$ cat config.mk
export PLATFORM = sky130hd
export DESIGN_NAME = ns_deadline_unit
export DESIGN_NICKNAME = d
export VERILOG_FILES = /design/src/rtl/ns_timer_pkg.sv /design/src/rtl/ns_time_base.sv /design/src/rtl/ns_cmp.sv /design/src/rtl/ns_thread_timer.sv /design/src/rtl/ns_deadline_unit.sv
export SDC_FILE = /design/constraint.sdc
export NUM_CORES = 2
export LEC_CHECK = 0
export BUFFER_PORTS_ARGS = -buffer_cell sky130_fd_sc_hd__buf_2
export CAP_MARGIN = 20
export CORE_AREA = 2 2 212 423
export DETAILED_ROUTE_END_ITERATION = 6
export DIE_AREA = 0 0 214 425
export GPL_ROUTABILITY_DRIVEN = 0
export PLACE_DENSITY = 0.72
export SLEW_MARGIN = 20
export SYNTH_ARGS = -nofsm -noshare
export SYNTH_HDL_FRONTEND = slang
export SYNTH_SLANG_ARGS = --single-unit
$ cat constraint.sdc
create_clock -name clk -period 6.9 [get_ports clk]
set_input_delay 1.035 -clock clk [delete_from_list [all_inputs] [get_ports clk]]
set_output_delay 1.035 -clock clk [all_outputs]
set_load 0.03 [all_outputs]
$ cat src/rtl/ns_timer_pkg.sv
package ns_timer_pkg;
   typedef enum logic [2:0] {
      OP_NONE   = 3'd0,
      OP_RDLO   = 3'd1,
      OP_RDHI   = 3'd2,
      OP_DELAY  = 3'd3,
      OP_ARM    = 3'd4,
      OP_DISARM = 3'd5
   } tmr_op_e;
endpackage

$ cat src/rtl/ns_time_base.sv
module ns_time_base #(
   parameter int unsigned TIME_W       = 64,
   parameter int unsigned NS_PER_CYCLE = 10
) (
   input  logic              clk,
   input  logic              rst_n,
   output logic [TIME_W-1:0] now
);
   localparam logic [TIME_W-1:0] STEP = TIME_W'(NS_PER_CYCLE);

   always_ff @(posedge clk or negedge rst_n) begin
      if (!rst_n) now <= '0;
      else        now <= now + STEP;
   end

   // the count moves by exactly one step per edge
   a_r1_time_step: assert property (@(posedge clk) disable iff (!rst_n)
      1'b1 |=> now == $past(now) + STEP);
endmodule

$ cat src/rtl/ns_cmp.sv
module ns_cmp #(
   parameter int unsigned W     = 64,
   parameter bit          SPLIT = 1'b1
) (
   input  logic [W-1:0] a,
   input  logic [W-1:0] b,
   output logic         ge,
   output logic         gt
);
   localparam int unsigned HW = W / 2;

   generate
      if (SPLIT) begin : g_split
         logic hi_gt, hi_eq, lo_gt, lo_eq;
         assign hi_gt = a[W-1:HW] > b[W-1:HW];
         assign hi_eq = a[W-1:HW] == b[W-1:HW];
         assign lo_gt = a[HW-1:0] > b[HW-1:0];
         assign lo_eq = a[HW-1:0] == b[HW-1:0];
         assign gt = hi_gt | (hi_eq & lo_gt);
         assign ge = hi_gt | (hi_eq & (lo_gt | lo_eq));
      end else begin : g_flat
         assign gt = a > b;
         assign ge = a >= b;
      end
   endgenerate
endmodule

$ cat src/rtl/ns_thread_timer.sv
module ns_thread_timer
   import ns_timer_pkg::*;
#(
   parameter int unsigned WORD_W    = 32,
   parameter bit          SPLIT_CMP = 1'b1,
   localparam int unsigned TIME_W   = 2 * WORD_W
) (
   input  logic              clk,
   input  logic              rst_n,
   input  logic              sel,
   input  tmr_op_e           op,
   input  logic [TIME_W-1:0] tgt,
   input  logic [TIME_W-1:0] now,
   output logic [WORD_W-1:0] hcap_o,
   output logic              pending_o,
   output logic              fire_o,
   output logic              wake_o
);
   logic              dly_act, exc_arm;
   logic [TIME_W-1:0] dly_tgt, exc_tgt;
   logic              d_ge, d_gt_unused, e_ge_unused, e_gt;
   logic              is_arm, is_dis, is_dly, is_rdlo;
   logic              fire_n, done_n;

   ns_cmp #(.W(TIME_W), .SPLIT(SPLIT_CMP)) u_dcmp (
      .a(now), .b(dly_tgt), .ge(d_ge), .gt(d_gt_unused));
   ns_cmp #(.W(TIME_W), .SPLIT(SPLIT_CMP)) u_ecmp (
      .a(now), .b(exc_tgt), .ge(e_ge_unused), .gt(e_gt));

   always_comb begin
      is_arm  = sel && (op == OP_ARM);
      is_dis  = sel && (op == OP_DISARM);
      is_dly  = sel && (op == OP_DELAY);
      is_rdlo = sel && (op == OP_RDLO);
      fire_n  = exc_arm && e_gt && !is_arm && !is_dis;
      done_n  = dly_act && d_ge && !is_dly;
   end

   assign pending_o = dly_act & ~d_ge;

   always_ff @(posedge clk or negedge rst_n) begin
      if (!rst_n) begin
         dly_act <= 1'b0;
         dly_tgt <= '0;
         exc_arm <= 1'b0;
         exc_tgt <= '0;
         hcap_o  <= '0;
         fire_o  <= 1'b0;
         wake_o  <= 1'b0;
      end else begin
         if (is_arm) begin
            exc_arm <= 1'b1;
            exc_tgt <= tgt;
         end else if (is_dis || fire_n) begin
            exc_arm <= 1'b0;
         end
         if (is_dly) begin
            dly_act <= 1'b1;
            dly_tgt <= tgt;
         end else if (done_n) begin
            dly_act <= 1'b0;
         end
         if (is_rdlo) hcap_o <= now[TIME_W-1:WORD_W];
         fire_o <= fire_n;
         wake_o <= fire_n | done_n;
      end
   end

   // a fire needs an armed thread one cycle earlier
   a_r6_fire_needs_arm: assert property (@(posedge clk) disable iff (!rst_n)
      fire_o |-> $past(exc_arm));
   // the expiry pulse is never longer than one cycle
   a_r6_fire_single: assert property (@(posedge clk) disable iff (!rst_n)
      fire_o |=> !fire_o);
   // a disarm suppresses the fire that follows it
   a_r8_disarm_blocks: assert property (@(posedge clk) disable iff (!rst_n)
      is_dis |=> !fire_o);
   // every wake comes from an armed or delayed thread
   a_r5_wake_source: assert property (@(posedge clk) disable iff (!rst_n)
      wake_o |-> ($past(exc_arm) || $past(dly_act)));
   // read-low captures the high word it saw
   a_r2_capture: assert property (@(posedge clk) disable iff (!rst_n)
      is_rdlo |=> hcap_o == $past(now[TIME_W-1:WORD_W]));
endmodule

$ cat src/rtl/ns_deadline_unit.sv
module ns_deadline_unit
   import ns_timer_pkg::*;
#(
   parameter int unsigned N_THREADS    = 4,
   parameter int unsigned WORD_W       = 32,
   parameter int unsigned NS_PER_CYCLE = 10,
   parameter bit          SPLIT_CMP    = 1'b1,
   localparam int unsigned TID_W  = (N_THREADS > 1) ? $clog2(N_THREADS) : 1,
   localparam int unsigned TIME_W = 2 * WORD_W
) (
   input  logic                 clk,
   input  logic                 rst_n,
   input  logic                 cmd_valid,
   input  logic [2:0]           cmd_op,
   input  logic [TID_W-1:0]     cmd_tid,
   input  logic [WORD_W-1:0]    cmd_hi,
   input  logic [WORD_W-1:0]    cmd_lo,
   output logic [WORD_W-1:0]    rd_data,
   output logic [TIME_W-1:0]    time_now,
   output logic [N_THREADS-1:0] delay_pending,
   output logic [N_THREADS-1:0] exc_fire,
   output logic [N_THREADS-1:0] wake_req
);
   initial begin : elab_chk
      assert (N_THREADS >= 1) else $error("N_THREADS must be at least 1");
      assert (WORD_W >= 8) else $error("WORD_W must be at least 8");
      assert (NS_PER_CYCLE >= 1) else $error("NS_PER_CYCLE must be nonzero");
   end

   tmr_op_e           op_e;
   logic [TIME_W-1:0] tgt;
   logic              tid_ok;
   logic [WORD_W-1:0] hcap [N_THREADS];

   assign op_e   = tmr_op_e'(cmd_op);
   assign tgt    = {cmd_hi, cmd_lo};
   assign tid_ok = 32'(cmd_tid) < N_THREADS;

   ns_time_base #(.TIME_W(TIME_W), .NS_PER_CYCLE(NS_PER_CYCLE)) u_tb (
      .clk(clk), .rst_n(rst_n), .now(time_now));

   generate
      for (genvar t = 0; t < N_THREADS; t++) begin : g_thr
         logic sel;
         assign sel = cmd_valid && tid_ok && (32'(cmd_tid) == t);
         ns_thread_timer #(.WORD_W(WORD_W), .SPLIT_CMP(SPLIT_CMP)) u_thr (
            .clk(clk), .rst_n(rst_n), .sel(sel), .op(op_e), .tgt(tgt),
            .now(time_now), .hcap_o(hcap[t]), .pending_o(delay_pending[t]),
            .fire_o(exc_fire[t]), .wake_o(wake_req[t]));
      end
   endgenerate

   always_comb begin
      rd_data = '0;
      if (cmd_valid && tid_ok) begin
         case (op_e)
            OP_RDLO: rd_data = time_now[WORD_W-1:0];
            OP_RDHI: rd_data = hcap[cmd_tid];
            default: rd_data = '0;
         endcase
      end
   end

   // a thread with a fire pulse is not pending a fire on the next edge
   a_r6_no_back_to_back: assert property (@(posedge clk) disable iff (!rst_n)
      (exc_fire != '0) |=> (($past(exc_fire) & exc_fire) == '0));
endmodule

==> run_results.csv <==
group,metric,value,unit
synth,syn_inst,4111,
status,violations,"design-rule violations",
synth,avgSynthCellArea,9.75,um2
finish,final.fill_count,7764,
timing,finalSetupViolations,0,
cts,clk_pin_slew,0.06,ns
cts,cts-resized-gates,0,
place,post-place-ws,2.41,ns
synth,ys_warn_count,0,
synth,synth.area.top_cells,"dfrtp_1 (45%), ha_1 (16%), o21ai_0 (6.5%)",
die,start_util,45.7,%
pwr,pwr-share-clk,36.8,%
timing,maxSlewHeadroom,29.9,%
die,dieArea,91000,um2
worst_setup_path,crit_chain,"ha_1 > a21oi_1 > o21ai_0 > a221oi_1 > o22ai_1 > nor4_1 > a21oi_1 > nor2_1 > buf_2",
pwr,total_power,11.3,mW
synth,synth_top_area_cell,"dfrtp_1",
die,fp.dieH,425,um
finish,seqCellArea,18000,um2
cts,cts_made_buffers,72,
worst_setup_path,path_common_cell,"a21oi_1",
global_route,grt_use_total,26.3,%
detailed_routing,via_per_inst,5.76,
cts,clock_latency,0.64,ns
pwr,ir_drop,0.268,mV
timing,fmax,188,MHz
worst_setup_path,crit_path_max_fanout,17,
synth,synth_cell_types,80,
finish,multi_input_area,19400,um2
die,die_w,214,um
detailed_routing,first_iter_violations,2787,
finish,syn2layout_area_growth,10.9,%
die,ioPinCount,180,
detailed_routing,firstDrtPassIters,7,
synth,synthMostInstantiatedCell,"dfrtp_1",
worst_setup_path,cp_data_required_time,5.86,ns
timing,fin_ws,1.57,ns
global_route,first_global_vias,30900,
timing,drv_slew,0,
synth,synthDominantCellAreaShare,44.9,%
detailed_routing,avgRoutedWirePerCell,22.2,um
pwr,pwr-share-comb,17.9,%
cts,cts_tree,"yes",
die,num_rows,154,
worst_setup_path,slowest_delay,0.95,ns
pwr,p_sw_share,28.6,%
die,core,87700,um2
worst_setup_path,cp_slowest_cell,"dfrtp_1",
synth,synth_ff_type,"dfrtp_1",
timing,tns,0,ns
timing,hold_violations,0,
detailed_routing,route.detailed.drc,6,
timing,finalCritPeriodShare,77.2,%
synth,synthTopCellsByCount,"dfrtp_1 (719), nand2_1 (573), o21ai_0 (521)",
pwr,power_switching,3.22,mW
pwr,p_int,8.05,mW
finish,final-instance-count-excl-fill,5412,
global_route,grt_pass1_wl,184000,um
global_route,antenna_found_initial,20,
pwr,leakage,22.5,nW
worst_setup_path,cp.arrival,4.29,ns
worst_setup_path,end_kind,"output port",
synth,synth_area,40100,um2
cts,htree_levels,3,
synth,synthArstFlopShare,100,%
finish,layout.nets,4759,
detailed_routing,antenna_left,0,
worst_setup_path,ff2ff_path_depth,7,
cts,cts.sinks,719,
cts,cts_root_buf,"clkbuf_16",
worst_setup_path,crit_type,"register to output port",
min_path,hold_path.class,"input port to async pin",
place,io_buffers,178,
pwr,seq_power_share,45.3,%
finish,drive_gt1_share,11.6,%
flow_run,drv_cap,0,
synth,syn_nets,4688,
synth,ys_ff_latch,719,
status,status,"finished, violations left",
timing,rsz0062_at_grt,"no",
worst_setup_path,cp-start-kind,"register",
cts,holdBufCountCts,0,
detailed_routing,totalWireLength,120000,um
timing,fin_skew,0.0240,ns
timing,fin_crit,5.33,ns
global_route,grt-ovfl-total,0,
global_route,grt_max_degree,156,
pwr,powerDensity,254,nW/um2
place,numPlacedInstances,5277,
synth,synth-edff-count,0,
detailed_routing,vias,31100,
cts,clk_path_buf_depth,3,
synth,synth.yosys.seq_area_share,44.9,%
cts,cts_setup_buffers,0,
timing,worst_pin_slew,1.04,ns
place,dp_hpwl,85100,um
finish,fin_util,50.7,%
[flip-flops by register name, summed over array words and instances, names as in the netlist]
signal               count
g_thr.u_thr.dly_tgt    256
g_thr.u_thr.hcap_o     128
g_thr.u_thr.dly_act      4
g_thr.u_thr.exc_tgt    256
g_thr.u_thr.fire_o       4
g_thr.u_thr.wake_o       4
g_thr.u_thr.exc_arm      4
u_tb.now                63
[power by group through the flow]
| stage | clock network [mW] | logic, mW | registers, mW |
|---|---|---|---|
| after floorplan | 0 | 1.39 | 5.12 |
| after global placement | 0 | 1.85 | 5.16 |
| after detailed placement | 0 | 1.98 | 5.18 |
| after CTS | 4.19 | 2.01 | 5.11 |
| after global routing | 4.35 | 2.33 | 5.17 |
| final | 4.15 | 2.02 | 5.11 |
[stage by stage]
stage / cell area [um2] / hold WS (ns)
CTS: 44400 / 0.489
detailed placement: 42000 / 0.473
finish: 44500 / 0.442
global placement: 42000 / 0.462
floorplan: 40100 / 0.445
global route: 44500 / 0.498
[layer usage]
metal  share of wire, %  vias up  wire [um]  GRT usage, %
met5              0.078        -         94             0
met2                 47     1346      56500          43.2
met3                8.3      334       9930          4.77
met4                5.9       16       7050          14.5
met1                 39    15300      46300          32.7
li1                   -    14200          -             -
[critical path, delay by kind of cell (launching register included)]
| family | cells | cell delay, ns |
|---|---|---|
| AND/OR/NAND/NOR | 2 | 0.78 |
| adder cells (fa/ha/maj) | 1 | 0.38 |
| AO/OA/AOI/OAI | 5 | 1.26 |
| buffers and inverters | 1 | 0.28 |
| flip-flops | 1 | 0.95 |
[layout by cell type, fill, tap and decap left out, types with 12 or more instances in the layout]
master,instances
inv_1,519
nor2b_1,14
a21oi_1,201
nand2_1,573
clkbuf_8,20
mux2_2,100
o21ai_0,521
xnor2_1,41
dfrtp_1,719
nor2_1,73
nand4_1,99
a221oi_1,15
nor4_1,15
and4_1,14
buf_4,27
nor3_1,31
mux2_1,103
buf_2,177
a21o_1,24
ha_1,505
mux4_2,32
nand3_1,79
xor2_1,20
a22o_1,31
clkbuf_16,72
clkbuf_1,12
a211oi_1,15
[kinds of logic (layout without fill, tap and decap cells)]
logic type	count (synthesis)	after routing	share of synthesized area, %
xor gates and xnor gates	61	61	1.33
and+or+nand+nor	981	981	11.3
muxes	235	235	7.50
buffers and inverters	732	858	7.04
AOI/OAI and AO/OA	877	877	12.2
other	1	6	0.00935
adders and majority gates	505	505	15.8
DFF	719	719	44.9
[cell type report]
cell class | count | area share (%)
sequential | 719 | 40.4
clock inverter | 25 | 0.816
clock buffer | 104 | 4.77
timing repair buffer | 210 | 2.72
multi-input combinational | 2660 | 43.5
tap | 1170 | 3.29
antenna | 5 | 0.0281
inverter | 519 | 4.38
[path summary, 6_finish.rpt]
kind	startpoint	end	slack [ns]
hold / removal	rst_n	g_thr[0].u_thr.dly_tgt[2]$_DFFE_PN0P_	0.44
setup reg to reg	u_tb.now[5]$_DFF_PN0_	u_tb.now[56]$_DFF_PN0_	3.05
min in group clk	g_thr[2].u_thr.exc_tgt[0]$_DFFE_PN0P_	g_thr[2].u_thr.exc_tgt[0]$_DFFE_PN0P_	0.48
hold reg to reg	g_thr[2].u_thr.exc_tgt[0]$_DFFE_PN0P_	g_thr[2].u_thr.exc_tgt[0]$_DFFE_PN0P_	0.48
max in group asynchronous	rst_n	g_thr[2].u_thr.dly_tgt[26]$_DFFE_PN0P_	4.89
setup / recovery	u_tb.now[43]$_DFF_PN0_	delay_pending[2]	1.57
Note: power is estimated with default switching activity, not from simulation.
